## config.mk

```make
export PLATFORM = sky130hd
export DESIGN_NAME = acq_sequencer
export DESIGN_NICKNAME = d
export VERILOG_FILES = /design/src/rtl/acq_pkg.sv /design/src/rtl/acq_us_timer.sv /design/src/rtl/acq_frame_rx.sv /design/src/rtl/acq_buffer.sv /design/src/rtl/acq_sequencer.sv
export SDC_FILE = /design/constraint.sdc
export NUM_CORES = 1
export LEC_CHECK = 0
export ABC_CLOCK_PERIOD_IN_PS = 6650
export CAP_MARGIN = 30
export CORE_MARGIN = 3
export CORE_UTILIZATION = 60
export DETAILED_ROUTE_END_ITERATION = 10
export PLACE_DENSITY = 0.79
export SLEW_MARGIN = 10
export SYNTH_ARGS = -nofsm -noshare
export SYNTH_HDL_FRONTEND = slang
export SYNTH_HIERARCHICAL = 1
export SYNTH_SLANG_ARGS = --single-unit
```

## constraint.sdc

```tcl
create_clock -name clk -period 6.65 [get_ports clk]
set_clock_uncertainty 0.2 [all_clocks]
set_input_delay 1.33 -clock clk [delete_from_list [all_inputs] [get_ports clk]]
set_output_delay 1.33 -clock clk [all_outputs]
set_load 0.02 [all_outputs]
```

## src/rtl/acq_pkg.sv

```systemverilog
package acq_pkg;

    typedef enum logic [2:0] {
        ST_IDLE,
        ST_SAMPLE,
        ST_DELAY,
        ST_WINDOW,
        ST_RECV,
        ST_FILL,
        ST_HOLD
    } seq_state_e;

    // Command word codes
    localparam logic [15:0] CMD_SOFT_RESET = 16'h4053;
    localparam logic [15:0] CMD_TRIGGER    = 16'h7101;
    localparam logic [15:0] CMD_RELEASE    = 16'h7102;

    // Configuration word layout
    localparam int CFG_W    = 24;
    localparam int DLY_W    = 8;
    localparam int REAL_BIT = 1;
    localparam int EXT_BIT  = 2;
    localparam int CONT_BIT = 3;
    localparam int T1_LSB   = 8;
    localparam int T2_LSB   = 16;

endpackage

```

## src/rtl/acq_us_timer.sv

```systemverilog
module acq_us_timer #(
    parameter int DIV   = 5,
    parameter int CNT_W = 8
) (
    input  logic             clk,
    input  logic             rst_n,
    input  logic             clr,
    output logic             tick_o,
    output logic [CNT_W-1:0] us_o
);
    localparam int DIV_W = (DIV > 1) ? $clog2(DIV) : 1;
    localparam logic [DIV_W-1:0] DIV_LAST = DIV_W'(DIV - 1);
    localparam logic [CNT_W-1:0] US_MAX   = '1;

    logic [DIV_W-1:0] div_d, div_q;
    logic [CNT_W-1:0] us_d, us_q;

    assign tick_o = (div_q == DIV_LAST);
    assign us_o   = us_q;

    always_comb begin
        div_d = tick_o ? '0 : div_q + DIV_W'(1);
        us_d  = us_q;
        if (tick_o && us_q != US_MAX) begin
            us_d = us_q + CNT_W'(1);
        end
        if (clr) begin
            div_d = '0;
            us_d  = '0;
        end
    end

    always_ff @(posedge clk or negedge rst_n) begin
        if (!rst_n) begin
            div_q <= '0;
            us_q  <= '0;
        end else begin
            div_q <= div_d;
            us_q  <= us_d;
        end
    end
endmodule

```

## src/rtl/acq_frame_rx.sv

```systemverilog
module acq_frame_rx #(
    parameter int WORD_W = 12
) (
    input  logic              clk,
    input  logic              rst_n,
    input  logic              en,
    input  logic              sync,
    input  logic              stb,
    input  logic              data,
    output logic              word_vld_o,
    output logic [WORD_W-1:0] word_o
);
    localparam int BIT_W = $clog2(WORD_W);
    localparam logic [BIT_W-1:0] BIT_LAST = BIT_W'(WORD_W - 1);

    logic              stb_d, stb_q;
    logic [WORD_W-2:0] sh_d, sh_q;
    logic [BIT_W-1:0]  cnt_d, cnt_q;
    logic              vld_d, vld_q;
    logic [WORD_W-1:0] word_d, word_q;

    assign word_vld_o = vld_q;
    assign word_o     = word_q;

    always_comb begin
        stb_d  = stb;
        sh_d   = sh_q;
        cnt_d  = cnt_q;
        vld_d  = 1'b0;
        word_d = word_q;
        if (!en) begin
            cnt_d = '0;
        end else if (!sync && stb && !stb_q) begin
            sh_d = {sh_q[WORD_W-3:0], data};
            if (cnt_q == BIT_LAST) begin
                cnt_d  = '0;
                vld_d  = 1'b1;
                word_d = {sh_q, data};
            end else begin
                cnt_d = cnt_q + BIT_W'(1);
            end
        end
    end

    always_ff @(posedge clk or negedge rst_n) begin
        if (!rst_n) begin
            stb_q  <= 1'b0;
            sh_q   <= '0;
            cnt_q  <= '0;
            vld_q  <= 1'b0;
            word_q <= '0;
        end else begin
            stb_q  <= stb_d;
            sh_q   <= sh_d;
            cnt_q  <= cnt_d;
            vld_q  <= vld_d;
            word_q <= word_d;
        end
    end
endmodule

```

## src/rtl/acq_buffer.sv

```systemverilog
module acq_buffer #(
    parameter int W     = 12,
    parameter int DEPTH = 60,
    parameter int AW    = 6
) (
    input  logic          clk,
    input  logic          we,
    input  logic [AW-1:0] waddr,
    input  logic [W-1:0]  wdata,
    input  logic [AW-1:0] raddr,
    output logic [W-1:0]  rdata
);
    localparam logic [AW:0] DEPTH_V = (AW + 1)'(DEPTH);

    logic [W-1:0] mem [DEPTH];

    always_ff @(posedge clk) begin
        if (we && ({1'b0, waddr} < DEPTH_V)) begin
            mem[waddr] <= wdata;
        end
    end

    assign rdata = ({1'b0, raddr} < DEPTH_V) ? mem[raddr] : '0;
endmodule

```

## src/rtl/acq_sequencer.sv

```systemverilog
module acq_sequencer
    import acq_pkg::*;
#(
    parameter int              WORD_W     = 12,
    parameter int              NUM_WORDS  = 60,
    parameter int              TICK_DIV   = 5,
    parameter int              WIN_MIN_US = 1,
    parameter int              WIN_MAX_US = 4,
    parameter logic [WORD_W-1:0] TEST_WORD = 12'hA5C,
    parameter int              ADDR_W     = $clog2(NUM_WORDS)
) (
    input  logic              clk,
    input  logic              rst_n,
    input  logic              cfg_we,
    input  logic [23:0]       cfg_wdata,
    input  logic              cmd_we,
    input  logic [15:0]       cmd_wdata,
    input  logic              ext_trig,
    input  logic              fe_sync,
    input  logic              fe_stb,
    input  logic              fe_data,
    input  logic [ADDR_W-1:0] rd_addr,
    output logic [WORD_W-1:0] rd_data,
    output logic              busy,
    output logic              done,
    output logic              sample_pulse,
    output logic              start_conv,
    output logic              xfer_timeout
);
    localparam int PTR_W = $clog2(NUM_WORDS + 1);
    localparam logic [PTR_W-1:0] PTR_FULL = PTR_W'(NUM_WORDS);
    localparam logic [PTR_W-1:0] PTR_LAST = PTR_W'(NUM_WORDS - 1);
    localparam logic [DLY_W-1:0] DLY_ONE  = DLY_W'(1);
    localparam logic [DLY_W-1:0] WIN_MIN_V  = DLY_W'(WIN_MIN_US);
    localparam logic [DLY_W-1:0] WIN_LAST_V = DLY_W'(WIN_MAX_US - 1);

    typedef struct packed {
        seq_state_e       state;
        logic [DLY_W-1:0] t1;
        logic [DLY_W-1:0] t2;
        logic             real_m;
        logic             ext_m;
        logic             cont_m;
        logic             done;
        logic             timeout;
        logic             ext_q;
        logic [PTR_W-1:0] ptr;
    } seq_regs_t;

    localparam seq_regs_t REGS_RST = '{
        state:   ST_IDLE,
        t1:      '0,
        t2:      '0,
        real_m:  1'b0,
        ext_m:   1'b0,
        cont_m:  1'b0,
        done:    1'b0,
        timeout: 1'b0,
        ext_q:   1'b0,
        ptr:     '0
    };

    seq_regs_t r_d, r_q;

    logic              tmr_clr;
    logic              tick;
    logic [DLY_W-1:0]  us_cnt;
    logic              rx_vld;
    logic [WORD_W-1:0] rx_word;
    logic              buf_we;
    logic [WORD_W-1:0] buf_wdata;
    logic              cfg_unused;

    assign cfg_unused = ^{cfg_wdata[7:4], cfg_wdata[0]};

    acq_us_timer #(
        .DIV   (TICK_DIV),
        .CNT_W (DLY_W)
    ) u_timer (
        .clk    (clk),
        .rst_n  (rst_n),
        .clr    (tmr_clr),
        .tick_o (tick),
        .us_o   (us_cnt)
    );

    acq_frame_rx #(
        .WORD_W (WORD_W)
    ) u_rx (
        .clk        (clk),
        .rst_n      (rst_n),
        .en         (r_q.state == ST_RECV),
        .sync       (fe_sync),
        .stb        (fe_stb),
        .data       (fe_data),
        .word_vld_o (rx_vld),
        .word_o     (rx_word)
    );

    acq_buffer #(
        .W     (WORD_W),
        .DEPTH (NUM_WORDS),
        .AW    (ADDR_W)
    ) u_buf (
        .clk   (clk),
        .we    (buf_we),
        .waddr (r_q.ptr[ADDR_W-1:0]),
        .wdata (buf_wdata),
        .raddr (rd_addr),
        .rdata (rd_data)
    );

    always_comb begin
        logic       trig;
        logic       cmd_trig;
        logic       cmd_rel;
        logic       cmd_rst;
        seq_state_e after_delay;
        seq_state_e after_sample;
        seq_state_e after_trig;
        seq_state_e end_state;

        r_d       = r_q;
        buf_we    = 1'b0;
        buf_wdata = rx_word;

        cmd_trig = cmd_we && (cmd_wdata == CMD_TRIGGER);
        cmd_rel  = cmd_we && (cmd_wdata == CMD_RELEASE);
        cmd_rst  = cmd_we && (cmd_wdata == CMD_SOFT_RESET);

        r_d.ext_q = ext_trig;
        trig = r_q.ext_m ? (ext_trig && !r_q.ext_q) : cmd_trig;

        after_delay  = r_q.real_m ? ST_WINDOW : ST_FILL;
        after_sample = (r_q.t2 != '0) ? ST_DELAY : after_delay;
        after_trig   = (r_q.t1 != '0) ? ST_SAMPLE : after_sample;
        end_state    = r_q.cont_m ? ST_IDLE : ST_HOLD;

        if (cfg_we) begin
            r_d.t1     = cfg_wdata[T1_LSB +: DLY_W];
            r_d.t2     = cfg_wdata[T2_LSB +: DLY_W];
            r_d.real_m = cfg_wdata[REAL_BIT];
            r_d.ext_m  = cfg_wdata[EXT_BIT];
            r_d.cont_m = cfg_wdata[CONT_BIT];
        end

        // Received words go to the next free location until the buffer is full
        if (rx_vld && (r_q.ptr < PTR_FULL)) begin
            buf_we  = 1'b1;
            r_d.ptr = r_q.ptr + PTR_W'(1);
        end

        unique case (r_q.state)
            ST_IDLE: begin
                if (cmd_rel) begin
                    r_d.done    = 1'b0;
                    r_d.timeout = 1'b0;
                end
                if (trig) begin
                    r_d.done    = 1'b0;
                    r_d.timeout = 1'b0;
                    r_d.ptr     = '0;
                    r_d.state   = after_trig;
                end
            end
            ST_SAMPLE: begin
                if (tick && us_cnt == r_q.t1 - DLY_ONE) begin
                    r_d.state = after_sample;
                end
            end
            ST_DELAY: begin
                if (tick && us_cnt == r_q.t2 - DLY_ONE) begin
                    r_d.state = after_delay;
                end
            end
            ST_WINDOW: begin
                if (!fe_sync && us_cnt >= WIN_MIN_V) begin
                    r_d.state = ST_RECV;
                end else if (tick && us_cnt == WIN_LAST_V) begin
                    r_d.timeout = 1'b1;
                    r_d.done    = 1'b1;
                    r_d.state   = end_state;
                end
            end
            ST_RECV: begin
                if (fe_sync) begin
                    r_d.done  = 1'b1;
                    r_d.state = end_state;
                end
            end
            ST_FILL: begin
                buf_we    = 1'b1;
                buf_wdata = TEST_WORD;
                r_d.ptr   = r_q.ptr + PTR_W'(1);
                if (r_q.ptr == PTR_LAST) begin
                    r_d.done  = 1'b1;
                    r_d.state = end_state;
                end
            end
            ST_HOLD: begin
                if (cmd_rel) begin
                    r_d.done    = 1'b0;
                    r_d.timeout = 1'b0;
                    r_d.state   = ST_IDLE;
                end
            end
            default: r_d.state = ST_IDLE;
        endcase

        if (cmd_rst) begin
            r_d.state   = ST_IDLE;
            r_d.done    = 1'b0;
            r_d.timeout = 1'b0;
            r_d.ptr     = '0;
            buf_we      = 1'b0;
        end

        tmr_clr = (r_d.state != r_q.state);
    end

    always_ff @(posedge clk or negedge rst_n) begin
        if (!rst_n) begin
            r_q <= REGS_RST;
        end else begin
            r_q <= r_d;
        end
    end

    assign busy         = (r_q.state != ST_IDLE);
    assign done         = r_q.done;
    assign sample_pulse = (r_q.state == ST_SAMPLE);
    assign start_conv   = (r_q.state == ST_WINDOW);
    assign xfer_timeout = r_q.timeout;
endmodule

```

==> results.ini, run 1 <==
[sta]
layout_setup_ws_ns = 0.497
max_freq_mhz = 163
finalSetupViolCount = 0
worst_slew_pin_slew_ns = 0.865
min_period_ns = 6.15
slew_headroom = 0.421
report.final.slew_viol_count = 0
min_period_over_period = 0.925
hold_viol = 0
fin_setup_tns_ns = 0
rsz0062_at_grt = false

[final_layout]
final_nets = 1968
drive_gt1_frac = 0.235
areaGrowthSynthToFinish_pct = 14.3
fill_cells = 3164

[floorplan]
die_y_um = 237
core_um2 = 52800
die_x_um = 237
start_util = 0.608
std_cell_rows = 84
die_area_um2 = 56300
ios = 71

[clock_tree]
post_cts_buffers = 0
clkLatencyLatePin_ns = 0.61
cts_max_path_buffers = 3
clk_pin_slew_ns = 0.05
cts_resized = 0
clockRootBuffer = clkbuf_16
numCtsBuffers = 77
htreeDepth = 3
cts_tree = built
hold_buffers = 0
clock-sinks = 791

[setup_path]
criticalPathCategory = input port to primary output
cp_max_fo = 10
cpPeakStageDelay_ns = 0.75
cp.arrival_ns = 4.62
crit_path_start_kind = input port
critPathRequiredTime_ns = 5.12
crit_slowest_cell = clkdlybuf4s50_1
crit_chain = clkdlybuf4s50_1, buf_4, nand3_1, o22ai_1, a211oi_1, a211oi_1, a211o_1, clkdlybuf4s50_1
cp-end-kind = primary output
cp_num_buf_inv = 3
cp_top_family = buffers and inverters

[logic_synthesis]
async_flop_share = 0.0898
syn_area_per_cell_um2 = 18.5
yosysTopAreaCellShare = 0.674
netlist_instances = 1735
yosysWarnings = 6
synth_area_leaders = edfxtp_1, mux4_2, dfrtp_1, mux2i_1, mux2_2
ys_dominant_reg_cell = edfxtp_1
syn_nets = 1796
yosysMostFrequentCell = edfxtp_1
seq_area_frac_synth = 0.730
ys_types = 83
synth_largest_area_cell = edfxtp_1
synth-seq-cells = 791
synthesis.area_um2 = 32100
synth_top_cells_by_count = edfxtp_1, mux4_2, nor2_1, dfrtp_1, mux2i_1
synth_edf_count = 720

[placed_design]
numPortBuffers = 65
pre_cts_ws_ns = 0.575
gp_congestion = 0.892
hpwl_um = 45800

[global_routing]
groute.usage.overall = 0.268
overflow = 0
grt_pass1_wl_um = 112000
grt_max_degree = 75
antenna_found_initial = 2
grt_pass1_vias = 18200

[drt]
detail-route-antenna-nets = 0
vias = 17700
wl_um = 74000
first_pass_iters = 6
dr.first_iter.drc_count = 1956
wire_per_inst_um = 27.9
drt_drc_violations_left = 0
via_per_inst = 6.68

[power_and_ir_drop]
p_leak_nw = 13.0
ir_drop_mv = 0.172
powerDensity_nw_per_um2 = 286

[job]
maxCapViolations = 0

[worst_hold_path]
hp-class = flip-flop to flip-flop

[run_status]
outcome = complete, no violations

==> cell usage in the layout (no fill, tap or decap), drive strengths merged, types with 26 or more instances in the layout <==
master and n:
edfxtp 720, mux2i 68, clkdlybuf4s50 61, clkinv 26, buf 117, clkbuf 103
nor2 114, mux4 156, o21ai 44, a21oi 34, dfrtp 71, nand2 62
mux2 43
==> worst paths after layout <==
kind,startpoint,endpoint,depth (start not counted),slack (ns)
max,rd_addr[3],rd_data[10],8,0.50
max reg2reg,r_q[30]$_DFF_PN0_,u_buf/mem[7][3]$_DFFE_PP_,8,2.73
min reg2reg,u_timer/div_q[0]$_DFF_PN0_,u_timer/div_q[0]$_DFF_PN0_,1,0.28
min in group asynchronous,rst_n,u_rx/word_o[0]$_DFFE_PN0P_,1,0.33
max in group asynchronous,rst_n,r_q[0]$_DFF_PN0_,2,5.39
min,u_timer/div_q[0]$_DFF_PN0_,u_timer/div_q[0]$_DFF_PN0_,1,0.28
==> metrics by stage <==
step / power, mW / util / instance area (µm²) / hold WS [ns] / cells
after floorplan: 6.03 / - / 32100 / 0.240 / 1735
after global placement: 6.25 / 0.639 / 33700 / 0.260 / 2471
after detailed placement: 6.27 / 0.647 / 34200 / 0.273 / 2515
after CTS: 10.5 / 0.694 / 36600 / 0.280 / 2651
after global routing: 10.8 / 0.695 / 36700 / 0.312 / 2653
final: 10.5 / 0.695 / 36700 / 0.276 / 2653
==> power by group <==
group | leakage, nW | switching [mW] | internal (mW)
clock network | 1.22 | 1.79 | 2.50
logic | 3.64 | 0.390 | 0.287
registers | 8.13 | 0.112 | 5.39
total | 13.0 | 2.29 | 8.18
==> per-layer routing <==
layer | track usage | vias to the layer above | wire, µm
met2 | 0.443 | 1123 | 36800
met5 | 0 | - | 13
met4 | 0.108 | 2 | 2880
met1 | 0.362 | 9016 | 26600
met3 | 0.0483 | 194 | 7710
li1 | - | 7394 | -
==> area by class of cell <==
type | instances | area, µm² | share of cell area
timing repair buffer | 178 | 1690 | 0.0460
multi-input combinational | 834 | 8140 | 0.222
sequential | 791 | 23400 | 0.638
clock inverter | 33 | 345 | 0.00942
antenna | 1 | 2.50 | 0.0000682
clock buffer | 103 | 2140 | 0.0583
inverter | 25 | 93.8 | 0.00256
tap | 688 | 861 | 0.0235
==> state kept, by name, indices dropped and copies added (netlist names) <==
signal / flops
done: 1
r_q: 29
u_buf/mem: 720
u_rx/cnt_q: 4
u_rx/sh_q: 11
u_rx/stb_q: 1
u_rx/word_o: 12
u_rx/word_vld_o: 1
u_timer/div_q: 3
u_timer/us_o: 8
xfer_timeout: 1
==> logic make-up after synthesis <==
group	Yosys count	synth area share
and+or+nand+nor	321	0.0502
xor gates and xnor gates	19	0.00519
adders and majority gates	7	0.00273
muxes	267	0.146
buffers and inverters	110	0.0182
AOI/OAI and AO/OA	220	0.0482
DFF	791	0.730
Power figures use the tool's default switching activity.
==> run 2, diff against run 1 <==
ABC_CLOCK_PERIOD_IN_PS = 7600   (was 6650)
clock period = 7.6 ns   (was 6.65 ns; I/O delays follow)
==> run 2 against run 1 <==
Net effect:
- clock power decreased by 12%
- hold slack improved by 0.012 ns
- critical endpoint is now rd_data[0]
- die area unchanged
- combinational power decreased by 12%
- critical path depth unchanged
- global-route usage increased by 0.65 points
- largest power group unchanged
- largest cell class unchanged
- critical path type unchanged
- sequential share of layout area about the same
- non-clock buffer count decreased by 7
- wire length increased by 2.0%
- final cell count decreased by 0.11%
- final area about the same
- sequential cell count unchanged
==> results.ini, run 2 (synthesis gave the netlist of run 1 again) <==
[sta]
layout_setup_ws_ns = 0.937
min_period_over_period = 0.877
min_period_ns = 6.66
report.final.slew_viol_count = 0
fin_hold_ws_ns = 0.289
finalSetupViolCount = 0
rsz0062_at_grt = false
hold_viol = 0
max_freq_mhz = 150
worst_slew_pin_slew_ns = 0.997
slew_headroom = 0.333
fin_setup_tns_ns = 0

[global_routing]
overflow = 0
grt_max_degree = 72
grt_pass1_vias = 18200
groute.usage.overall = 0.275
antenna_found_initial = 0
grt_pass1_wl_um = 115000

[floorplan]
die_y_um = 237
core_um2 = 52800
die_area_um2 = 56300
std_cell_rows = 84
die_x_um = 237
ios = 71
start_util = 0.608

[power_and_ir_drop]
p_leak_nw = 13.0
ir_drop_mv = 0.185
powerDensity_nw_per_um2 = 251

[drt]
dr.first_iter.drc_count = 2317
first_pass_iters = 7
detail-route-antenna-nets = 0
wire_per_inst_um = 28.5
vias = 17900
via_per_inst = 6.74
drt_drc_violations_left = 0
wl_um = 75400

[clock_tree]
numCtsBuffers = 78
clockRootBuffer = clkbuf_16
clkLatencyLatePin_ns = 0.63
cts_resized = 0
clock-sinks = 791
clk_pin_slew_ns = 0.06
htreeDepth = 3
post_cts_buffers = 0
cts_max_path_buffers = 3
hold_buffers = 0
cts_tree = built

[setup_path]
cp-end-kind = primary output
reg2reg_slack_ns = 3.67
rr_endpoint = u_buf/mem[43][5]$_DFFE_PP_
critPathRequiredTime_ns = 5.88
criticalPathCategory = input port to primary output
worstRegToRegCells = 8
cp.arrival_ns = 4.94
crit_path_start_kind = input port
cp_max_fo = 12
r2r-start = r_q[30]$_DFF_PN0_

[worst_hold_path]
hold_end = u_timer/div_q[0]$_DFF_PN0_
worst_hold_startpoint = u_timer/div_q[0]$_DFF_PN0_
hp-class = flip-flop to flip-flop
holdPathStages = 1

[final_layout]
layout_common_cells = edfxtp_1, mux4_2, nor2_1
final_nets = 1962
largest_reg_flops = 720
final_common_cell = edfxtp_1
areaGrowthSynthToFinish_pct = 14.3
drive_gt1_frac = 0.234
fin_util = 0.695
final_area_um2 = 36700
diodes = 0
top_register = u_buf/mem

[placed_design]
numPortBuffers = 65
gp_congestion = 0.890
hpwl_um = 46300
postPlaceCellArea_um2 = 34100
pre_cts_ws_ns = 1.05

[job]
maxCapViolations = 0

[run_status]
outcome = complete, no violations

-- run 2: how the worst max path moves through the flow --
stage / from / end / cells past startpoint
after detailed placement: rd_addr[3] / rd_data[6] / 8
after global placement: rd_addr[3] / rd_data[6] / 7
after CTS: rd_addr[3] / rd_data[0] / 8
after global routing: rd_addr[3] / rd_data[0] / 8
final: rd_addr[3] / rd_data[0] / 8
after floorplan: rd_addr[2] / rd_data[11] / 7
-- run 2: worst max-delay path: stages --
cell and delay (ns):
clkdlybuf4s50_1 0.76, buf_4 0.22, or3b_2 0.64, o221ai_1 0.28
a211o_1 0.16, a21oi_1 0.06, a221oi_1 0.56, clkdlybuf4s50_1 0.73
-- run 2: routing by layer --
metal  up-vias  part of all wire  GRT usage
met3       175              0.11     0.0607
met4         0             0.034     0.0992
met1      9120              0.36      0.378
met5         -                 0          0
li1       7385                 -          -
met2      1181              0.49      0.443
-- run 2: metrics by stage --
stage | power [mW] | std cells
after floorplan | 5.27 | 1735
after detailed placement | 5.48 | 2507
after global placement | 5.46 | 2471
after global routing | 9.45 | 2650
final | 9.19 | 2650
after CTS | 9.23 | 2648
-- run 2: cell type report --
type / instances / area [µm²]
multi-input combinational: 834 / 8140
timing repair buffer: 171 / 1660
tap: 688 / 861
sequential: 791 / 23400
clock buffer: 88 / 2010
inverter: 25 / 93.8
clock inverter: 53 / 499
fill: 3149 / 16100
-- run 2: report_power, final --
part | leakage (nW) | internal [mW] | switching (mW) | total [mW]
Combinational | 3.62 | 0.249 | 0.348 | 0.597
Sequential | 8.13 | 4.72 | 0.0979 | 4.82
Clock | 1.23 | 2.16 | 1.62 | 3.78
